$ cat src/rtl/arg_pkg.sv
package arg_pkg;
    localparam int NUM_IN      = 4;
    localparam int CTRL_W      = 32;
    localparam int SRC_W       = 3;
    localparam int SRC_A_LSB   = 20;
    localparam int SRC_B_LSB   = 16;
    localparam int OUT_SEL_BIT = 31;
    localparam logic [CTRL_W-1:0] CTRL_MASK = 32'h8077_0000;

    typedef enum logic [1:0] {
        WR_CTRL  = 2'd0,
        WR_DIV_A = 2'd1,
        WR_DIV_B = 2'd2,
        WR_NONE  = 2'd3
    } wr_tgt_e;

    // Non-linear source code map: 0->in0, 1->in1, 4->in2, 2->in3
    function automatic logic src_hit(input logic [SRC_W-1:0] code,
                                     input logic [NUM_IN-1:0] en);
        case (code)
            3'd0:    return en[0];
            3'd1:    return en[1];
            3'd4:    return en[2];
            3'd2:    return en[3];
            default: return 1'b0;
        endcase
    endfunction

    function automatic logic src_valid(input logic [SRC_W-1:0] code);
        return (code == 3'd0) || (code == 3'd1) || (code == 3'd2) || (code == 3'd4);
    endfunction
endpackage

$ cat src/rtl/arg_src_sel.sv
module arg_src_sel
    import arg_pkg::*;
(
    input  logic [SRC_W-1:0]  code,
    input  logic [NUM_IN-1:0] src_en,
    output logic              strobe
);
    always_comb begin
        strobe = src_hit(code, src_en);
    end
endmodule

$ cat src/rtl/arg_divider.sv
module arg_divider #(
    parameter int PRE_W  = 2,
    parameter int FINE_W = 8
) (
    input  logic                    clk,
    input  logic                    rst_n,
    input  logic                    load,
    input  logic [PRE_W+FINE_W-1:0] load_val,
    input  logic                    strobe,
    output logic                    tick
);
    localparam int DIV_W  = PRE_W + FINE_W;
    localparam int PCNT_W = 2 * ((1 << PRE_W) - 1) + 1;
    localparam logic [DIV_W-1:0] RST_DIV = DIV_W'((1 << FINE_W) - 1);

    typedef struct packed {
        logic [DIV_W-1:0]  div;
        logic [PCNT_W-1:0] pcnt;
        logic [FINE_W-1:0] fcnt;
        logic              tick;
    } div_st_t;

    div_st_t st_d, st_q;
    logic [31:0]       shamt;
    logic [PCNT_W-1:0] pre_lim;

    always_comb begin
        st_d      = st_q;
        st_d.tick = 1'b0;
        shamt     = 32'(st_q.div[DIV_W-1:FINE_W]) * 32'd2 + 32'd1;
        pre_lim   = PCNT_W'((32'd1 << shamt) - 32'd1);
        if (load) begin
            st_d.div  = load_val;
            st_d.pcnt = '0;
            st_d.fcnt = '0;
        end else if (strobe) begin
            if (st_q.pcnt == pre_lim) begin
                st_d.pcnt = '0;
                if (st_q.fcnt == st_q.div[FINE_W-1:0]) begin
                    st_d.fcnt = '0;
                    st_d.tick = 1'b1;
                end else begin
                    st_d.fcnt = st_q.fcnt + 1'b1;
                end
            end else begin
                st_d.pcnt = st_q.pcnt + 1'b1;
            end
        end
    end

    always_ff @(posedge clk) begin
        if (!rst_n) begin
            st_q.div  <= RST_DIV;
            st_q.pcnt <= '0;
            st_q.fcnt <= '0;
            st_q.tick <= 1'b0;
        end else begin
            st_q <= st_d;
        end
    end

    assign tick = st_q.tick;
endmodule

$ cat src/rtl/audio_rate_gen.sv
module audio_rate_gen
    import arg_pkg::*;
#(
    parameter int PRE_W  = 2,
    parameter int FINE_W = 8
) (
    input  logic              clk,
    input  logic              rst_n,
    input  logic              wr_en,
    input  logic [1:0]        wr_sel,
    input  logic [CTRL_W-1:0] wr_data,
    input  logic [NUM_IN-1:0] src_en,
    output logic              tick_a,
    output logic              tick_b,
    output logic              tick_out
);
    localparam int NUM_GEN = 2;
    localparam int DIV_W   = PRE_W + FINE_W;

    typedef struct packed {
        logic [CTRL_W-1:0] ctrl;
    } top_st_t;

    top_st_t st_d, st_q;
    logic [CTRL_W-1:0]  ctrl_q;
    logic [NUM_GEN-1:0] ticks;

    always_comb begin
        st_d = st_q;
        if (wr_en && (wr_tgt_e'(wr_sel) == WR_CTRL)) begin
            st_d.ctrl = wr_data & CTRL_MASK;
        end
    end

    always_ff @(posedge clk) begin
        if (!rst_n) begin
            st_q.ctrl <= '0;
        end else begin
            st_q <= st_d;
        end
    end

    assign ctrl_q = st_q.ctrl;

    for (genvar g = 0; g < NUM_GEN; g++) begin : g_gen
        localparam int      LSB = (g == 0) ? SRC_A_LSB : SRC_B_LSB;
        localparam wr_tgt_e TGT = (g == 0) ? WR_DIV_A : WR_DIV_B;
        logic strobe;
        logic load;

        assign load = wr_en && (wr_tgt_e'(wr_sel) == TGT);

        arg_src_sel u_sel (
            .code   (ctrl_q[LSB +: SRC_W]),
            .src_en (src_en),
            .strobe (strobe)
        );

        arg_divider #(
            .PRE_W  (PRE_W),
            .FINE_W (FINE_W)
        ) u_div (
            .clk      (clk),
            .rst_n    (rst_n),
            .load     (load),
            .load_val (wr_data[DIV_W-1:0]),
            .strobe   (strobe),
            .tick     (ticks[g])
        );
    end

    assign tick_a   = ticks[0];
    assign tick_b   = ticks[1];
    assign tick_out = ctrl_q[OUT_SEL_BIT] ? ticks[1] : ticks[0];
endmodule

$ cat config.mk
export PLATFORM = sky130hd
export DESIGN_NAME = audio_rate_gen
export DESIGN_NICKNAME = d
export VERILOG_FILES = /design/src/rtl/arg_pkg.sv /design/src/rtl/arg_src_sel.sv /design/src/rtl/arg_divider.sv /design/src/rtl/audio_rate_gen.sv
export SDC_FILE = /design/constraint.sdc
export NUM_CORES = 1
export LEC_CHECK = 0
export BUFFER_PORTS_ARGS = -buffer_cell sky130_fd_sc_hd__buf_2
export CELL_PAD_IN_SITES_DETAIL_PLACEMENT = 1
export CELL_PAD_IN_SITES_GLOBAL_PLACEMENT = 2
export CORE_MARGIN = 5
export CORE_UTILIZATION = 34
export CTS_CLUSTER_DIAMETER = 60
export DETAILED_ROUTE_END_ITERATION = 7
export MAX_ROUTING_LAYER = met4
export PLACE_DENSITY = 0.9
export SYNTH_ARGS = -nofsm -noshare
export SYNTH_HDL_FRONTEND = slang
export SYNTH_SLANG_ARGS = --single-unit
export TNS_END_PERCENT = 10
$ cat constraint.sdc
create_clock -name clk -period 2.3 [get_ports clk]
set_input_delay 0.23 -clock clk [delete_from_list [all_inputs] [get_ports clk]]
set_output_delay 0.23 -clock clk [all_outputs]
set_load 0.1 [all_outputs]
==> metrics.txt, run 1 <==
# TYPE chip_impl_metric gauge
chip_impl_info{name="outcome",value="complete, no violations"} 1
chip_impl_info{name="worst_r2r_startpoint",value="g_gen[0].u_div.st_q[10]$_SDFFE_PP0N_"} 1
chip_impl_metric{name="syn_area",unit="mm2"} 0.00298
chip_impl_metric{name="groute.usage.overall",unit=""} 0.149
chip_impl_metric{name="total_die_area",unit="mm2"} 0.0107
chip_impl_metric{name="final_min_period_over_clock_period",unit=""} 0.895
chip_impl_metric{name="global_route.overflow_total",unit=""} 0
chip_impl_metric{name="number_of_flops_mapped_to_enable_cells_by_yosys",unit=""} 0
chip_impl_metric{name="static-leakage-power",unit="uW"} 0.00125
chip_impl_metric{name="number_of_cells_traversed_by_the_worst_hold_path",unit=""} 3
chip_impl_metric{name="cts_post_setup_buffers_inserted",unit=""} 0
chip_impl_metric{name="design_area",unit="mm2"} 0.00345
chip_impl_metric{name="clock_tree.buffer_depth",unit=""} 2
chip_impl_metric{name="fillers",unit=""} 1053
chip_impl_metric{name="cts.repair.resized",unit=""} 0
chip_impl_info{name="cp-start-kind",value="register"} 1
chip_impl_metric{name="worst-r2r-setup-slack",unit="ns"} 0.24
chip_impl_metric{name="ys_warn_count",unit=""} 0
chip_impl_metric{name="count_of_antenna_diodes_in_the_layout",unit=""} 0
chip_impl_metric{name="reg2regPathDepth",unit=""} 5
chip_impl_metric{name="grt_first_pass_wirelength",unit="mm"} 13.0
chip_impl_metric{name="detail_routed_net_length_per_standard_cell",unit="um"} 15.2
chip_impl_metric{name="max_cap_viol_count",unit=""} 0
chip_impl_metric{name="clock_insertion_delay_worst_skew",unit="ns"} 0.34
chip_impl_info{name="tritoncts_clock_tree",value="done"} 1
chip_impl_metric{name="tightest_slew",unit="ns"} 0.681
chip_impl_metric{name="dr_total_vias",unit=""} 2653
chip_impl_metric{name="number_of_clock_sinks",unit=""} 59
chip_impl_metric{name="hold_buffers_post_cts",unit=""} 0
chip_impl_metric{name="detailedRoute.firstPassIterationCount",unit=""} 4
chip_impl_metric{name="vias_in_the_first_global_route",unit=""} 2702
chip_impl_info{name="path_class",value="reg -> reg"} 1
chip_impl_metric{name="clk_pin_slew_worst_paths",unit="ns"} 0.07
chip_impl_metric{name="synth-seq-cells",unit=""} 59
chip_impl_metric{name="synth_top_area_frac",unit=""} 0.397
chip_impl_metric{name="grt_start_max_net_pins",unit=""} 18
chip_impl_metric{name="place_area",unit="mm2"} 0.00326
chip_impl_metric{name="area_used_by_multi_input_combinational_logic",unit="mm2"} 0.00172
chip_impl_metric{name="critical_path_arrival",unit="ns"} 2.32
chip_impl_info{name="worst_setup_path_startpoint",value="g_gen[0].u_div.st_q[10]$_SDFFE_PP0N_"} 1
chip_impl_metric{name="fraction_of_final_layout_cells_sized_beyond_drive_strength_1",unit=""} 0.154
chip_impl_metric{name="cp_data_required_time",unit="ns"} 2.56
chip_impl_metric{name="top_level_ports",unit=""} 44
chip_impl_metric{name="synth.distinct_cells",unit=""} 49
chip_impl_metric{name="drt-vias-per-instance",unit=""} 5.34
chip_impl_metric{name="slew_headroom",unit=""} 0.546
chip_impl_info{name="worst_hold_path_type",value="in -> reg"} 1
chip_impl_metric{name="shortest_period_the_worst_path_allows",unit="ns"} 2.06
chip_impl_info{name="grt_setup_unrepaired",value="false"} 1
chip_impl_metric{name="antenna_violations_before_repair",unit=""} 0
chip_impl_info{name="clock-root-buffer",value="clkbuf_8"} 1
chip_impl_metric{name="p_total",unit="uW"} 2300
chip_impl_metric{name="rows",unit=""} 34
chip_impl_metric{name="cellPowerDensity",unit="mW/mm2"} 666
chip_impl_metric{name="hpwlAfterDp",unit="mm"} 5.69
chip_impl_info{name="end_kind",value="register"} 1
chip_impl_metric{name="setup_viol",unit=""} 0
chip_impl_metric{name="core_region",unit="mm2"} 0.00864
chip_impl_metric{name="ant_nets",unit=""} 0
chip_impl_metric{name="setup_total_negative_slack",unit="ns"} 0
chip_impl_metric{name="crit_path_max_fanout",unit=""} 13
chip_impl_metric{name="design.final.nets",unit=""} 429
chip_impl_metric{name="residual_drc",unit=""} 0
chip_impl_info{name="netlist_top_cells_area",value="dfxtp_1, nand2_1, xor2_1"} 1
chip_impl_info{name="crit-reg2reg-capture",value="g_gen[0].u_div.st_q[1]$_SDFFE_PP0P_"} 1
chip_impl_metric{name="synth_async_sr_flop_share",unit=""} 0
chip_impl_metric{name="fin_worst_skew",unit="ns"} 0.0106
chip_impl_metric{name="start_util",unit=""} 0.345
chip_impl_info{name="crit_path_end",value="g_gen[0].u_div.st_q[1]$_SDFFE_PP0P_"} 1
chip_impl_metric{name="cts_buffers",unit=""} 9
chip_impl_metric{name="die_w",unit="um"} 104
chip_impl_metric{name="port_buffers",unit=""} 28
chip_impl_metric{name="timing.hold.ws",unit="ns"} 0.126
chip_impl_metric{name="hold_violations",unit=""} 0
chip_impl_metric{name="fp.dieH",unit="um"} 104
chip_impl_metric{name="areaGrowthSynthToFinish",unit="%"} 16.1
chip_impl_metric{name="max_clock_freq",unit="GHz"} 0.486
chip_impl_metric{name="synth_sequential_area_ratio",unit=""} 0.397
chip_impl_metric{name="routed_wl",unit="mm"} 7.58
chip_impl_metric{name="gp_routability_congestion",unit=""} 0.774
chip_impl_metric{name="syn_avg_cell_area",unit="um2"} 8.50
chip_impl_metric{name="power.ir.vdd_worst",unit="uV"} 288
chip_impl_metric{name="drt-initial-drc-count",unit=""} 117
chip_impl_info{name="synthFlopType",value="dfxtp_1"} 1
chip_impl_metric{name="synth_nets",unit=""} 395
chip_impl_info{name="synth_largest_area_cell",value="dfxtp_1"} 1
chip_impl_metric{name="synth_cells",unit=""} 350
chip_impl_metric{name="htreeDepth",unit=""} 3
chip_impl_metric{name="area.sequential",unit="mm2"} 0.00118
chip_impl_metric{name="drv_slew",unit=""} 0
state kept, by name (all words and copies together) (netlist names):
name              flops
g_gen.u_div.tick      2
g_gen.u_div.st_q     50
ctrl_q                7
how the worst min path moves through the flow:
| stage | slack (ns) | endpoint | startpoint |
|---|---|---|---|
| 4_1_cts | 0.11 | g_gen[0].u_div.st_q[20]$_SDFFE_PN1P_ | wr_data[4] |
| 5_1_grt | 0.11 | g_gen[1].u_div.st_q[20]$_SDFFE_PN1P_ | wr_data[4] |
| 3_5_place_dp | 0.47 | g_gen[0].u_div.st_q[20]$_SDFFE_PN1P_ | wr_data[4] |
| 2_1_floorplan | 0.35 | g_gen[1].u_div.st_q[16]$_SDFFE_PN1P_ | wr_data[0] |
| 6_report | 0.13 | g_gen[0].u_div.st_q[23]$_SDFFE_PN1P_ | wr_data[7] |
| 3_3_place_gp | 0.47 | g_gen[0].u_div.st_q[20]$_SDFFE_PN1P_ | wr_data[4] |
per-stage QoR:
step,setup slack (ns),cells,utilization
finish,0.242,497,0.400
global route,0.0851,497,0.400
CTS,0.243,497,0.400
detailed placement,0.249,481,0.377
global placement,0.299,481,0.377
floorplan,0.461,350,-
cell usage in the layout, fill, tap and decap left out, types with 3 or more instances in the layout:
cell       count
o31ai_1        3
or2_2          3
nor4_1         7
and2_1         4
o21ai_1        8
dfxtp_1       59
or4_1          4
a32o_1         5
xor2_1        24
nand4_1        4
clkbuf_8      10
a211o_1        5
ha_1           4
o2111ai_1      4
nand2_1       62
inv_1          5
nor2_1        10
nand3_1       24
a21oi_1       11
or3_1          8
a21boi_0       4
buf_4          9
o211ai_1       3
o22ai_1        5
nor3_1        14
nor2b_1        9
buf_2         28
mux2i_1        9
a211oi_1       8
logic make-up after synthesis:
kind of cell	count (synthesis)	synth area share
flip-flops	59	0.397
adder cells (fa/ha/maj)	4	0.0168
buffers and inverters	19	0.0265
AO/OA/AOI/OAI	65	0.160
multiplexers	11	0.0378
XOR/XNOR	25	0.0736
AND/OR/NAND/NOR	167	0.288
cells in the mapped netlist, types with 2 or more instances:
| library cell | count |
|---|---|
| nand2_1 | 62 |
| dfxtp_1 | 59 |
| nand3_1 | 24 |
| xor2_1 | 24 |
| nor3_1 | 14 |
| a21oi_1 | 11 |
| clkbuf_1 | 10 |
| nor2_1 | 10 |
| mux2i_1 | 9 |
| nor2b_1 | 9 |
| a211oi_1 | 8 |
| o21ai_1 | 8 |
| or3_1 | 8 |
| nor4_1 | 7 |
| a211o_1 | 5 |
| a32o_1 | 5 |
| inv_1 | 5 |
| o22ai_1 | 5 |
| a21boi_0 | 4 |
| and2_1 | 4 |
| ha_1 | 4 |
| nand4_1 | 4 |
| o2111ai_1 | 4 |
| or4_1 | 4 |
| buf_1 | 3 |
| o211ai_1 | 3 |
| o31ai_1 | 3 |
| or2_2 | 3 |
| and3_1 | 2 |
| nand2b_1 | 2 |
| nor3b_1 | 2 |
| nor3b_2 | 2 |
| o21a_1 | 2 |
| o21bai_1 | 2 |
| o221ai_2 | 2 |
| or2_1 | 2 |
| or3b_1 | 2 |
| or4b_1 | 2 |
metal layers:
| metal | share of wire | wire, um | GRT usage | vias up |
|---|---|---|---|---|
| met3 | 0.037 | 283 | 0.0367 | 4 |
| met5 | 0 | 0 | - | - |
| met2 | 0.46 | 3470 | 0.230 | 45 |
| li1 | - | - | - | 1338 |
| met4 | 0.0090 | 68 | 0.0506 | 0 |
| met1 | 0.50 | 3760 | 0.190 | 1266 |
cell type report:
type	count	area share
clock buffers	12	0.0420
clock inverters	4	0.0145
inverters	5	0.00543
multi-input cells	272	0.497
flip-flops and latches	59	0.342
well taps	108	0.0391
repair buffers	37	0.0601
report_power, final:
group	total [uW]	switching (uW)	internal, uW
registers	1090	35.1	1060
clock network	940	411	529
logic	269	166	103
total	2300	612	1690
critical path, cell delays in order, from the launching register on:
cell and delay (ns):
dfxtp_1 0.35, or4_1 0.50, nor2_1 0.12, o221ai_2 0.29, or4b_1 0.58, a21oi_1 0.15
No activity file was read; power rests on OpenSTA's default activity.
==> run 2, diff against run 1 <==
--- a/config.mk
+++ b/config.mk
@@ -6,14 +6,12 @@
 export NUM_CORES = 1
 export LEC_CHECK = 0
 export BUFFER_PORTS_ARGS = -buffer_cell sky130_fd_sc_hd__buf_2
-export CELL_PAD_IN_SITES_DETAIL_PLACEMENT = 1
-export CELL_PAD_IN_SITES_GLOBAL_PLACEMENT = 2
 export CORE_MARGIN = 5
-export CORE_UTILIZATION = 34
+export CORE_UTILIZATION = 45
 export CTS_CLUSTER_DIAMETER = 60
 export DETAILED_ROUTE_END_ITERATION = 7
 export MAX_ROUTING_LAYER = met4
-export PLACE_DENSITY = 0.9
+export PLACE_DENSITY = 0.76
 export SYNTH_ARGS = -nofsm -noshare
 export SYNTH_HDL_FRONTEND = slang
 export SYNTH_SLANG_ARGS = --single-unit
==> constraint.sdc (replaced) <==
create_clock -name clk -period 2.54 [get_ports clk]
set_input_delay 0.254 -clock clk [delete_from_list [all_inputs] [get_ports clk]]
set_output_delay 0.254 -clock clk [all_outputs]
set_load 0.1 [all_outputs]
==> run 2 against run 1 <==
Effect of this change:
- global-route usage increased by 1.7 points
- utilization increased by 13 points
- clock skew decreased by 0.0019 ns
- design area decreased by 1.5%
- critical path depth unchanged
- combinational power decreased by 15%
- critical path type unchanged
- critical endpoint is now g_gen[0].u_div.st_q[2]$_SDFFE_PP0P_
==> metrics.txt, run 2 (synthesis results as in run 1) <==
# TYPE chip_impl_metric gauge
chip_impl_info{name="outcome",value="complete, no violations"} 1
chip_impl_metric{name="vias_in_the_first_global_route",unit=""} 2474
chip_impl_metric{name="start_util",unit=""} 0.466
chip_impl_metric{name="power.ir.vdd_worst",unit="uV"} 325
chip_impl_metric{name="final_min_period_over_clock_period",unit=""} 0.805
chip_impl_metric{name="max_clock_freq",unit="GHz"} 0.489
chip_impl_metric{name="clk_pin_slew_worst_paths",unit="ns"} 0.07
chip_impl_metric{name="groute.usage.overall",unit=""} 0.166
chip_impl_metric{name="dr_total_vias",unit=""} 2583
chip_impl_metric{name="cts_buffers",unit=""} 9
chip_impl_metric{name="number_of_placed_instances_with_taps_included",unit=""} 446
chip_impl_info{name="leading_cell_type_in_the_layout_fill_and_taps_excluded",value="nand2_1"} 1
chip_impl_metric{name="port_buffers",unit=""} 28
chip_impl_metric{name="drt-initial-drc-count",unit=""} 90
chip_impl_metric{name="fp.dieH",unit="um"} 91.3
chip_impl_metric{name="clock_insertion_delay_worst_skew",unit="ns"} 0.34
chip_impl_metric{name="number_of_clock_sinks",unit=""} 59
chip_impl_metric{name="hold_buffers_post_cts",unit=""} 0
chip_impl_info{name="commonest_non_fill_non_tap_cells_in_the_layout",value="nand2_1, dfxtp_1, buf_2"} 1
chip_impl_info{name="clock-root-buffer",value="clkbuf_8"} 1
chip_impl_metric{name="power.share.combinational",unit=""} 0.107
chip_impl_metric{name="total_die_area",unit="mm2"} 0.00834
chip_impl_metric{name="ant_nets",unit=""} 0
chip_impl_metric{name="grt_start_max_net_pins",unit=""} 17
chip_impl_metric{name="shortest_period_the_worst_path_allows",unit="ns"} 2.05
chip_impl_info{name="end_kind",value="register"} 1
chip_impl_metric{name="slew_headroom",unit=""} 0.560
chip_impl_metric{name="drt-vias-per-instance",unit=""} 5.60
chip_impl_metric{name="die_w",unit="um"} 91.3
chip_impl_metric{name="hold_violations",unit=""} 0
chip_impl_metric{name="residual_drc",unit=""} 0
chip_impl_info{name="tritoncts_clock_tree",value="done"} 1
chip_impl_metric{name="fin_worst_skew",unit="ns"} 0.00871
chip_impl_metric{name="cts.repair.resized",unit=""} 0
chip_impl_metric{name="power.share.switching",unit=""} 0.247
chip_impl_metric{name="tightest_slew",unit="ns"} 0.658
chip_impl_info{name="critical-path-slowest-cell",value="or4b_1"} 1
chip_impl_metric{name="cellPowerDensity",unit="mW/mm2"} 624
chip_impl_metric{name="fraction_of_final_layout_cells_sized_beyond_drive_strength_1",unit=""} 0.146
chip_impl_metric{name="htreeDepth",unit=""} 3
chip_impl_metric{name="detail_routed_net_length_per_standard_cell",unit="um"} 13.8
chip_impl_metric{name="max_cap_viol_count",unit=""} 0
chip_impl_metric{name="clock_tree.buffer_depth",unit=""} 2
chip_impl_metric{name="cp_data_required_time",unit="ns"} 2.81
chip_impl_metric{name="top_level_ports",unit=""} 44
chip_impl_info{name="cells_traversed_along_the_worst_timing_path",value="or4_1, nor2_1, o221ai_2, or4b_1, a21oi_1"} 1
chip_impl_info{name="worst_hold_path_type",value="in -> reg"} 1
chip_impl_info{name="path_class",value="reg -> reg"} 1
chip_impl_metric{name="design.final.nets",unit=""} 425
chip_impl_metric{name="clock_power_share",unit=""} 0.428
chip_impl_metric{name="count_of_antenna_diodes_in_the_layout",unit=""} 0
chip_impl_metric{name="setup_total_negative_slack",unit="ns"} 0
chip_impl_metric{name="gp_routability_congestion",unit=""} 0.877
chip_impl_metric{name="detailedRoute.firstPassIterationCount",unit=""} 4
chip_impl_info{name="crit_family",value="simple AND/OR/NAND/NOR gates"} 1
chip_impl_metric{name="areaGrowthSynthToFinish",unit="%"} 14.3
chip_impl_metric{name="routed_wl",unit="mm"} 6.38
chip_impl_metric{name="antenna_violations_before_repair",unit=""} 0
chip_impl_metric{name="number_of_flip_flops_in_the_largest_register",unit=""} 50
chip_impl_metric{name="power_internal",unit="uW"} 1600
chip_impl_metric{name="grt_first_pass_wirelength",unit="mm"} 11.2
chip_impl_metric{name="hpwlAfterDp",unit="mm"} 4.54
chip_impl_metric{name="rows",unit=""} 29
chip_impl_metric{name="cts_post_setup_buffers_inserted",unit=""} 0
chip_impl_metric{name="power_share_of_the_sequential_group",unit=""} 0.465
chip_impl_metric{name="layout.cells.non_filler",unit=""} 461
chip_impl_metric{name="crit_path_max_fanout",unit=""} 13
chip_impl_info{name="grt_setup_unrepaired",value="false"} 1
chip_impl_metric{name="setup_viol",unit=""} 0
chip_impl_metric{name="delay_of_the_slowest_cell_on_the_worst_path",unit="ns"} 0.58
chip_impl_metric{name="core_region",unit="mm2"} 0.00639
chip_impl_metric{name="critical_path_arrival",unit="ns"} 2.31
chip_impl_info{name="regMostFlops",value="g_gen.u_div.st_q"} 1
chip_impl_metric{name="switching_power",unit="uW"} 524
chip_impl_metric{name="static-leakage-power",unit="uW"} 0.00125
chip_impl_metric{name="global_route.overflow_total",unit=""} 0
chip_impl_info{name="cp-start-kind",value="register"} 1
chip_impl_metric{name="worst-path-buf-inv",unit=""} 0
chip_impl_metric{name="drv_slew",unit=""} 0
[run 2: path summary, 6_finish.rpt]
check | cells past startpoint | slack, ns | startpoint | to
hold / removal | 3 | 0.14 | wr_data[0] | g_gen[0].u_div.st_q[16]$_SDFFE_PN1P_
setup / recovery | 5 | 0.49 | g_gen[0].u_div.st_q[24]$_SDFFE_PN0P_ | g_gen[0].u_div.st_q[2]$_SDFFE_PP0P_
setup reg to reg | 5 | 0.49 | g_gen[0].u_div.st_q[24]$_SDFFE_PN0P_ | g_gen[0].u_div.st_q[2]$_SDFFE_PP0P_
hold reg to reg | 2 | 0.48 | g_gen[0].u_div.st_q[17]$_SDFFE_PN1P_ | g_gen[0].u_div.st_q[17]$_SDFFE_PN1P_
[run 2: power by group through the flow]
stage / clock (uW) / combinational, uW / sequential [uW]
2_1_floorplan: 0 / 166 / 1000
3_3_place_gp: 0 / 221 / 1010
3_5_place_dp: 0 / 227 / 1010
4_1_cts: 925 / 228 / 987
5_1_grt: 967 / 255 / 992
6_report: 908 / 228 / 987
[run 2: cell type report]
class / count / area (um2)
clock buffers: 14 / 183
clock inverters: 1 / 30.0
fillers: 585 / 2980
inverters: 5 / 18.8
multi-input cells: 272 / 1720
flip-flops and latches: 59 / 1180
well taps: 77 / 96.3
repair buffers: 33 / 178
[run 2: metrics by stage]
step                 util  power [uW]  setup WS (ns)  instance area (um2)  hold WS (ns)
floorplan               -        1170          0.700                 2980         0.378
global placement    0.499        1230          0.547                 3190         0.472
detailed placement  0.499        1230          0.501                 3190         0.478
CTS                 0.533        2140          0.496                 3400         0.136
global route        0.533        2210          0.332                 3400         0.157
finish              0.533        2120          0.494                 3400         0.143
[run 2: layer usage]
| layer | global-route usage | vias up | share of wire |
|---|---|---|---|
| li1 | - | 1326 | - |
| met1 | 0.215 | 1191 | 0.50 |
| met2 | 0.244 | 56 | 0.44 |
| met3 | 0.0322 | 10 | 0.046 |
| met4 | 0.0868 | 0 | 0.020 |
| met5 | - | - | 0 |
[run 2: worst register-to-register path, delay by kind of cell, from the launching register on]
kind	cells	cell delay [ns]
and+or+nand+nor	3	1.23
DFF	1	0.33
AOI/OAI and AO/OA	2	0.41
